## config.mk

```make
export PLATFORM = sky130hd
export DESIGN_NAME = rmon_stat_bank
export DESIGN_NICKNAME = d
export VERILOG_FILES = /design/src/rtl/rmon_pkg.sv /design/src/rtl/rmon_classify.sv /design/src/rtl/rmon_counter_array.sv /design/src/rtl/rmon_read_port.sv /design/src/rtl/rmon_stat_bank.sv
export SDC_FILE = /design/constraint.sdc
export NUM_CORES = 2
export LEC_CHECK = 0
export BUFFER_PORTS_ARGS = -buffer_cell sky130_fd_sc_hd__buf_4
export CORE_MARGIN = 2
export CORE_UTILIZATION = 40
export DETAILED_ROUTE_END_ITERATION = 8
export SKIP_LAST_GASP = 1
export SYNTH_ARGS = -nofsm -noshare
export SYNTH_HDL_FRONTEND = slang
export SYNTH_SLANG_ARGS = --single-unit
export TNS_END_PERCENT = 20
```

## constraint.sdc

```tcl
create_clock -name clk -period 5.1 [get_ports clk]
set_input_delay 1.02 -clock clk [delete_from_list [all_inputs] [get_ports clk]]
set_output_delay 1.02 -clock clk [all_outputs]
set_load 0.01 [all_outputs]
```

## src/rtl/rmon_pkg.sv

```systemverilog
package rmon_pkg;
    localparam int NUM_CTR   = 17;
    localparam int RD_ADDR_W = 5;

    localparam int C_RX_GOOD = 0;
    localparam int C_TX_GOOD = 1;
    localparam int C_RX_CRC  = 2;
    localparam int C_UCAST   = 3;
    localparam int C_MCAST   = 4;
    localparam int C_BCAST   = 5;
    localparam int C_UNDER   = 6;
    localparam int C_OVER    = 7;
    localparam int C_FRAG    = 8;
    localparam int C_JABBER  = 9;
    localparam int C_BIN0    = 10;
    localparam int NUM_BINS  = 7;

    localparam int A_RXO_LO = 17;
    localparam int A_RXO_HI = 18;
    localparam int A_TXO_LO = 19;
    localparam int A_TXO_HI = 20;

    localparam int MIN_LEN  = 64;
    localparam int TOP_BIN_LO = 1519;

    typedef enum logic [1:0] {
        CAST_UNI   = 2'd0,
        CAST_MULTI = 2'd1,
        CAST_BROAD = 2'd2,
        CAST_NONE  = 2'd3
    } cast_e;

    function automatic int unsigned bin_lo(int b);
        case (b)
            0: return 64;
            1: return 65;
            2: return 128;
            3: return 256;
            4: return 512;
            default: return 1024;
        endcase
    endfunction

    function automatic int unsigned bin_hi(int b);
        case (b)
            0: return 64;
            1: return 127;
            2: return 255;
            3: return 511;
            4: return 1023;
            default: return 1518;
        endcase
    endfunction
endpackage

```

## src/rtl/rmon_classify.sv

```systemverilog
module rmon_classify
    import rmon_pkg::*;
#(
    parameter int LEN_W = 16
) (
    input  logic                 clk,
    input  logic                 rst_n,
    input  logic                 clear,
    input  logic                 frm_valid,
    input  logic                 frm_tx,
    input  logic [LEN_W-1:0]     frm_len,
    input  logic                 frm_crc_err,
    input  logic [1:0]           frm_cast,
    input  logic                 frm_pause,
    input  logic [LEN_W-1:0]     max_len,
    output logic [NUM_CTR-1:0]   inc,
    output logic                 rx_oct_add,
    output logic                 tx_oct_add
);
    logic take, rx, tx, good, short_f, long_f;
    logic [NUM_BINS-1:0] bin_hit;

    always_comb begin
        take    = frm_valid & ~clear;
        rx      = take & ~frm_tx;
        tx      = take & frm_tx;
        good    = ~frm_crc_err;
        short_f = frm_len < LEN_W'(MIN_LEN);
        long_f  = frm_len > max_len;
    end

    for (genvar b = 0; b < NUM_BINS - 1; b++) begin : g_fixed_bin
        localparam logic [LEN_W-1:0] LO = LEN_W'(bin_lo(b));
        localparam logic [LEN_W-1:0] HI = LEN_W'(bin_hi(b));
        assign bin_hit[b] = rx && (frm_len >= LO) && (frm_len <= HI);
    end
    assign bin_hit[NUM_BINS-1] = rx && (frm_len >= LEN_W'(TOP_BIN_LO)) && (frm_len <= max_len);

    always_comb begin
        inc            = '0;
        inc[C_RX_GOOD] = rx & good;
        inc[C_TX_GOOD] = tx & good;
        inc[C_RX_CRC]  = rx & ~good;
        inc[C_UCAST]   = rx & good & (frm_cast == CAST_UNI);
        inc[C_MCAST]   = rx & good & (frm_cast == CAST_MULTI) & ~frm_pause;
        inc[C_BCAST]   = rx & good & (frm_cast == CAST_BROAD);
        inc[C_UNDER]   = rx & good & short_f;
        inc[C_OVER]    = rx & good & long_f;
        inc[C_FRAG]    = rx & ~good & short_f;
        inc[C_JABBER]  = rx & ~good & long_f;
        inc[C_BIN0 +: NUM_BINS] = bin_hit;
        rx_oct_add     = rx;
        tx_oct_add     = tx & good;
    end

    // a length fault goes to exactly one of the good/errored counters
    assert_short_split_R5: assert property (@(posedge clk) disable iff (!rst_n)
        $onehot0({inc[C_UNDER], inc[C_FRAG], inc[C_OVER], inc[C_JABBER]}));
    assert_one_bin_R7: assert property (@(posedge clk) disable iff (!rst_n)
        $onehot0(inc[C_BIN0 +: NUM_BINS]));
    assert_clear_drops_R2: assert property (@(posedge clk) disable iff (!rst_n)
        clear |-> (inc == '0 && !rx_oct_add && !tx_oct_add));
endmodule

```

## src/rtl/rmon_counter_array.sv

```systemverilog
module rmon_counter_array
    import rmon_pkg::*;
#(
    parameter int CNT_W = 32,
    parameter int OCT_W = 64,
    parameter int LEN_W = 16
) (
    input  logic                            clk,
    input  logic                            rst_n,
    input  logic                            clear,
    input  logic [NUM_CTR-1:0]              inc,
    input  logic                            rx_oct_add,
    input  logic                            tx_oct_add,
    input  logic [LEN_W-1:0]                frm_len,
    output logic [NUM_CTR-1:0][CNT_W-1:0]   cnt,
    output logic [OCT_W-1:0]                rx_oct,
    output logic [OCT_W-1:0]                tx_oct
);
    typedef struct packed {
        logic [NUM_CTR-1:0][CNT_W-1:0] cnt;
        logic [OCT_W-1:0]              rxo;
        logic [OCT_W-1:0]              txo;
    } state_t;

    state_t st_d, st_q;
    logic [OCT_W:0] rx_sum, tx_sum;

    always_comb begin
        st_d   = st_q;
        rx_sum = {1'b0, st_q.rxo} + (OCT_W+1)'(frm_len);
        tx_sum = {1'b0, st_q.txo} + (OCT_W+1)'(frm_len);
        if (clear) begin
            st_d = '0;
        end else begin
            for (int i = 0; i < NUM_CTR; i++) begin
                if (inc[i] && (st_q.cnt[i] != '1))
                    st_d.cnt[i] = st_q.cnt[i] + CNT_W'(1);
            end
            if (rx_oct_add)
                st_d.rxo = rx_sum[OCT_W] ? '1 : rx_sum[OCT_W-1:0];
            if (tx_oct_add)
                st_d.txo = tx_sum[OCT_W] ? '1 : tx_sum[OCT_W-1:0];
        end
    end

    always_ff @(posedge clk or negedge rst_n) begin
        if (!rst_n) st_q <= '0;
        else        st_q <= st_d;
    end

    assign cnt    = st_q.cnt;
    assign rx_oct = st_q.rxo;
    assign tx_oct = st_q.txo;

    assert_clear_zero_R1: assert property (@(posedge clk) disable iff (!rst_n)
        clear |=> (cnt == '0 && rx_oct == '0 && tx_oct == '0));
    assert_oct_mono_R8: assert property (@(posedge clk) disable iff (!rst_n)
        !$past(clear) |-> (rx_oct >= $past(rx_oct) && tx_oct >= $past(tx_oct)));
    for (genvar i = 0; i < NUM_CTR; i++) begin : g_chk
        assert_no_wrap_R10: assert property (@(posedge clk) disable iff (!rst_n)
            !$past(clear) |-> (cnt[i] >= $past(cnt[i])));
    end
endmodule

```

## src/rtl/rmon_read_port.sv

```systemverilog
module rmon_read_port
    import rmon_pkg::*;
#(
    parameter int CNT_W = 32,
    parameter int OCT_W = 64
) (
    input  logic                            clk,
    input  logic                            rst_n,
    input  logic                            clear,
    input  logic                            rd_en,
    input  logic [RD_ADDR_W-1:0]            rd_addr,
    input  logic [NUM_CTR-1:0][CNT_W-1:0]   cnt,
    input  logic [OCT_W-1:0]                rx_oct,
    input  logic [OCT_W-1:0]                tx_oct,
    output logic [31:0]                     rd_data,
    output logic                            rd_valid
);
    localparam int HI_W = OCT_W - 32;

    typedef struct packed {
        logic [31:0] data;
        logic        valid;
        logic [31:0] rx_hold;
        logic [31:0] tx_hold;
    } rd_state_t;

    rd_state_t rs_d, rs_q;

    always_comb begin
        rs_d       = rs_q;
        rs_d.valid = rd_en;
        rs_d.data  = '0;
        if (rd_en) begin
            for (int i = 0; i < NUM_CTR; i++) begin
                if (rd_addr == RD_ADDR_W'(i)) rs_d.data = 32'(cnt[i]);
            end
            case (rd_addr)
                RD_ADDR_W'(A_RXO_LO): begin
                    rs_d.data    = rx_oct[31:0];
                    rs_d.rx_hold = 32'(rx_oct[OCT_W-1 -: HI_W]);
                end
                RD_ADDR_W'(A_RXO_HI): rs_d.data = rs_q.rx_hold;
                RD_ADDR_W'(A_TXO_LO): begin
                    rs_d.data    = tx_oct[31:0];
                    rs_d.tx_hold = 32'(tx_oct[OCT_W-1 -: HI_W]);
                end
                RD_ADDR_W'(A_TXO_HI): rs_d.data = rs_q.tx_hold;
                default: ;
            endcase
        end
        if (clear) begin
            rs_d.rx_hold = '0;
            rs_d.tx_hold = '0;
        end
    end

    always_ff @(posedge clk or negedge rst_n) begin
        if (!rst_n) rs_q <= '0;
        else        rs_q <= rs_d;
    end

    assign rd_data  = rs_q.data;
    assign rd_valid = rs_q.valid;

    assert_rd_latency_R11: assert property (@(posedge clk) disable iff (!rst_n)
        rd_en |=> rd_valid);
    assert_hold_stable_R9: assert property (@(posedge clk) disable iff (!rst_n)
        !(rd_en && (rd_addr == RD_ADDR_W'(A_RXO_LO))) && !clear |=> $stable(rs_q.rx_hold));
endmodule

```

## src/rtl/rmon_stat_bank.sv

```systemverilog
module rmon_stat_bank
    import rmon_pkg::*;
#(
    parameter int CNT_W = 32,
    parameter int OCT_W = 64,
    parameter int LEN_W = 16
) (
    input  logic                 clk,
    input  logic                 rst_n,
    input  logic                 clear,
    input  logic [LEN_W-1:0]     max_len,
    input  logic                 frm_valid,
    input  logic                 frm_tx,
    input  logic [LEN_W-1:0]     frm_len,
    input  logic                 frm_crc_err,
    input  logic [1:0]           frm_cast,
    input  logic                 frm_pause,
    input  logic                 rd_en,
    input  logic [4:0]           rd_addr,
    output logic [31:0]          rd_data,
    output logic                 rd_valid
);
    logic [NUM_CTR-1:0]            inc;
    logic                          rx_oct_add, tx_oct_add;
    logic [NUM_CTR-1:0][CNT_W-1:0] cnt;
    logic [OCT_W-1:0]              rx_oct, tx_oct;

    rmon_classify #(.LEN_W(LEN_W)) i_classify (
        .clk(clk), .rst_n(rst_n), .clear(clear),
        .frm_valid(frm_valid), .frm_tx(frm_tx), .frm_len(frm_len),
        .frm_crc_err(frm_crc_err), .frm_cast(frm_cast), .frm_pause(frm_pause),
        .max_len(max_len), .inc(inc), .rx_oct_add(rx_oct_add), .tx_oct_add(tx_oct_add)
    );

    rmon_counter_array #(.CNT_W(CNT_W), .OCT_W(OCT_W), .LEN_W(LEN_W)) i_counters (
        .clk(clk), .rst_n(rst_n), .clear(clear), .inc(inc),
        .rx_oct_add(rx_oct_add), .tx_oct_add(tx_oct_add), .frm_len(frm_len),
        .cnt(cnt), .rx_oct(rx_oct), .tx_oct(tx_oct)
    );

    rmon_read_port #(.CNT_W(CNT_W), .OCT_W(OCT_W)) i_read (
        .clk(clk), .rst_n(rst_n), .clear(clear), .rd_en(rd_en), .rd_addr(rd_addr),
        .cnt(cnt), .rx_oct(rx_oct), .tx_oct(tx_oct),
        .rd_data(rd_data), .rd_valid(rd_valid)
    );
endmodule

```

After elaboration in Yosys (flattened, before gate mapping)
Index checks and enable logic that the tools add are counted.
{ "word_totals": {"word_cells": 217, "regBits": 769, "inputBits": 47, "out_inout_bits": 33} }
{ "op_classes": {"eq_ne": 39, "muxes": 45, "order_cmp": 16, "n_bitwise": 18, "n_reduce_logical": 57, "n_addsub": 19} }
{ "op_table": {"columns": ["op", "n"], "rows": [
  ["two-way mux 32 bit", 37],
  ["two-way mux 672 bit", 1],
  ["adder 32 x 1 -> 32 bit, second input constant", 17],
  ["!= test 32 bit, second input constant", 17],
  ["two-way mux 64 bit", 6],
  ["adder 64 x 16 -> 65 bit", 2],
  ["case mux 32 bit (4 select lines)", 1],
  ["nonzero test 2 bit", 22],
  ["== test 5 x 4 -> 1 bit, second input constant", 8],
  ["greater-or-equal comparator 16 x 11 -> 1 bit, second input constant", 2],
  ["greater-or-equal comparator 16 x 7 -> 1 bit, second input constant", 2],
  ["less-or-equal comparator 16 x 7 -> 1 bit, second input constant", 2],
  ["logical AND 1 bit", 31],
  ["== test 5 bit, second input constant", 5],
  ["== test 5 x 3 -> 1 bit, second input constant", 4],
  ["greater-or-equal comparator 16 x 10 -> 1 bit, second input constant", 1],
  ["greater-or-equal comparator 16 x 8 -> 1 bit, second input constant", 1],
  ["greater-or-equal comparator 16 x 9 -> 1 bit, second input constant", 1],
  ["> comparator 16 bit", 1],
  ["less-or-equal comparator 16 x 10 -> 1 bit, second input constant", 1],
  ["less-or-equal comparator 16 x 11 -> 1 bit, second input constant", 1],
  ["less-or-equal comparator 16 bit", 1],
  ["less-or-equal comparator 16 x 8 -> 1 bit, second input constant", 1],
  ["less-or-equal comparator 16 x 9 -> 1 bit, second input constant", 1],
  ["10 further kinds", 28]
]} }

Longest topological paths before layout
{ "depth": {"word_depth": 20, "depth_mapped": 12, "ltp_nobuf": 11} }

Hierarchy
A second synthesis with hierarchy kept.
{ "unflattened": {"hier_cells": 5127, "hier_area_um2": 46021.6} }
{ "modules_own_cells": {"columns": ["mod", "cells_each", "area_each_um2", "seq_area_each_um2", "n_inst"], "rows": [
  ["rmon_counter_array", 3934, 36115.9, 16816.1, 1],
  ["rmon_read_port", 1099, 9257.6, 2427.3, 1],
  ["rmon_classify", 94, 648.1, 0.0, 1]
]} }

Worst setup path after synthesis
No wires, ideal clock.
{ "synth_path": {"kind": "input port to flip-flop", "startpoint": "input port frm_len[0]", "endpoint": "register i_counters.st_q, in the netlist i_counters.tx_oct[57]", "stages": 11, "arrival_ns": 3.421, "t_required_ns": 4.981, "n_path_buf": 1, "path_slack_ns": 1.560, "cell_sequence": "ha_1 inv_1 fa_1 nor2b_1 o31a_1 o41ai_1 a211oi_2 a31oi_1 clkbuf_1 a31oi_1 o21a_1"} }
{ "synth_via": {"elab_chain_cells": 4} }
{ "synth_lines": {"columns": ["element", "line_no", "text"], "rows": [
  ["start: declaration", "rmon_stat_bank.sv:14", "input logic [LEN_W-1:0] frm_len,"],
  ["adder 64 x 16 -> 65 bit", "rmon_counter_array.sv:31", "tx_sum = {1'b0, st_q.txo} + (OCT_W+1)'(frm_len);"],
  ["two-way mux 64 bit", "rmon_counter_array.sv:42", "st_d.txo = tx_sum[OCT_W] ? '1 : tx_sum[OCT_W-1:0];"],
  ["two-way mux 64 bit", "rmon_counter_array.sv:41", "if (tx_oct_add)"],
  ["two-way mux 672 bit", "rmon_counter_array.sv:32", "if (clear) begin"],
  ["end signal: assignment", "rmon_counter_array.sv:48", "else st_q <= st_d;"],
  ["end: declaration", "rmon_counter_array.sv:25", "state_t st_d, st_q;"]
]} }
No other way between the ends. The select of a mux whose other input is x is not followed.
A chain may end at the register's enable or synchronous reset.

==> results_dict.tcl <==
set metrics [dict create \
    rsz0062_at_grt "false" \
    num_io_pins 80 \
    gp_congestion 1.05 \
    cts_buffers 93 \
    tns_ns 0 \
    syn_area_sq_um 44100 \
    rr_worst_depth 9 \
    finalHoldViolations 0 \
    yosysMostFrequentCell "dfrtp_1" \
    synthFlopType "dfrtp_1" \
    row_count 121 \
    cts.sinks 769 \
    grt-ovfl-total 0 \
    leakage_nw 20.5 \
    htreeDepth 3 \
    cts_tree "yes" \
    cts_resized 0 \
    grt_pass1_wl_um 260000 \
    die_h_um 336 \
    synth_top_cell_area_share_pct 43.7 \
    slew_headroom_pct 21.9 \
    postRouteAntennaNets 0 \
    status "finished clean" \
    fillCellCount 10500 \
    setup_viol 0 \
    slew_viol_final 0 \
    synth_nets 5053 \
    wirelength_um 177000 \
    layout-drive-gt1-share_pct 8.65 \
    fmax_mhz 258 \
    grt_util_all_layers_pct 31.0 \
    clk_pin_slew_worst_paths_ns 0.06 \
    ys_ff_latch 769 \
    grt_max_degree 208 \
    vias_per_cell 6.29 \
    grt_pass1_vias 37600 \
    clkLatencyLatePin_ns 0.70 \
    num_vias 40500 \
    die-area_sq_um 113000 \
    ctsHoldBuffers 0 \
    netlist_top_cells_area "dfrtp_1 (44%), nor2_1 (5.9%), xor2_1 (5.5%)" \
    root_buffer "clkbuf_16" \
    timing.final.crit_period_ns 3.87 \
    firstDrtPassIters 9 \
    placeableCoreArea_sq_um 109000 \
    synth-edff-count 0 \
    initial_core_util_pct 40.4 \
    yosysWarnings 0 \
    die_w_um 336 \
    max_cap_violations 0 \
    syn_avg_cell_area_sq_um 8.92 \
    max_slew.worst_pin.slew_ns 1.17 \
    ir_worst_vdd_v 0.000311 \
    area_growth_pct 12.4 \
    min_period_over_period_pct 75.9 \
    drcViolationCount 0 \
    synth_cells 4939 \
    nets 5060 \
    crit_required_ns 5.68 \
    port_buffers 79 \
    ys_seq_area_share_pct 43.7 \
    crit_path_end_kind "flop" \
    yosysTopAreaCell "dfrtp_1" \
    wire_per_inst_um 27.5 \
    cp-start-kind "input port" \
    post_cts_buffers 0 \
    place_inst 6265 \
    synth_cell_types 88 \
    min_path_type "input port to async pin" \
    async_reset_ff_share_pct 100 \
    post-dp-hpwl_um 133000 \
    antenna_found_initial 6 \
    worstPathArrival_ns 4.45 \
    powerDensity_nw_per_um2 285 \
    worstPathMaxFanout 20 \
    final_cells 6433 \
    synthTopCellsByCount "dfrtp_1 (769), nor2_1 (698), nand2_1 (363)" \
    fin_total_pwr_mw 14.1 \
    drtIter0Drc 5795 \
    criticalPathCategory "input port to flop" \
    clock-skew-final_ns 0.0260 \
    clockBufferDepth 3 \
]
==> worst max-delay path, stage by stage <==
cell	delay, ns
buf_4	0.20
or3b_2	0.66
nor2_2	0.82
a221oi_1	0.13
a21oi_1	0.65
o221ai_1	0.44
a21o_1	0.28
a221oi_1	0.25
==> stage by stage <==
step | instance area [sq um] | hold slack (ns) | setup slack (ns) | utilization, %
finish | 49500 | 0.338 | 1.23 | 45.4
global route | 49500 | 0.356 | 1.15 | 45.4
CTS | 49500 | 0.330 | 1.48 | 45.4
detailed placement | 46400 | 0.492 | 0.757 | 42.5
global placement | 46400 | 0.494 | 0.780 | 42.5
floorplan | 44100 | 0.472 | 1.56 | -
==> worst paths after layout <==
check                                       from               endpoint  slack, ns
max in group asynchronous                  rst_n  i_counters.tx_oct[36]       3.53
max                                   rd_addr[2]     i_read.rd_data[30]       1.23
min in group clk                 i_read.rs_q[39]        i_read.rs_q[39]       0.51
min reg2reg                      i_read.rs_q[39]        i_read.rs_q[39]       0.51
max reg2reg                i_counters.rx_oct[10]  i_counters.rx_oct[51]       1.32
min                                        rst_n    i_counters.cnt[253]       0.34
==> power by group <==
group	leakage [nW]	internal, mW	switching (mW)
Sequential	10.7	6.13	0.0436
Clock	1.57	4.17	2.82
Combinational	8.17	0.256	0.710
==> registers in the layout, summed over array words and instances, names as in the netlist <==
register and flops:
i_counters.cnt 544, i_counters.rx_oct 64, i_counters.tx_oct 64, i_read.rs_q 64
i_read.rd_data 32, i_read.rd_valid 1
==> metal layers <==
layer	global-route usage (%)	wire, um	up-vias
li1	-	-	17900
met5	0	32	-
met2	46.1	76800	2045
met3	6.65	17400	396
met4	15.1	10000	6
met1	42.7	72800	20100
==> final cells by class <==
type / count / area, sq um / area share, %
Antenna cell: 1 / 2.50 / 0.00505
Clock buffer: 135 / 2730 / 5.50
Clock inverter: 32 / 457 / 0.922
Inverter: 106 / 398 / 0.803
Multi-Input combinational cell: 3773 / 23300 / 47.0
Sequential cell: 769 / 19200 / 38.8
Tap cell: 1414 / 1770 / 3.57
Timing Repair Buffer: 203 / 1650 / 3.33
==> placed cells by master, fill, tap and decap left out, types with 183 or more instances in the layout <==
cell,n
xor2_1,276
nor2_1,682
nand3_1,307
buf_4,192
a21oi_1,228
nand4_1,183
dfrtp_1,769
nand2_1,363
xnor2_1,193
o21ai_0,194
==> kinds of logic after synthesis <==
| logic type | count (synthesis) | share of synthesized area, % |
|---|---|---|
| fa+ha+maj | 67 | 1.94 |
| mux | 62 | 1.58 |
| simple gates | 2173 | 24.2 |
| xor+xnor | 469 | 9.32 |
| buf+inv | 397 | 3.70 |
| compound gates | 1002 | 15.6 |
| flops | 769 | 43.7 |
Power figures use the tool's default switching activity.
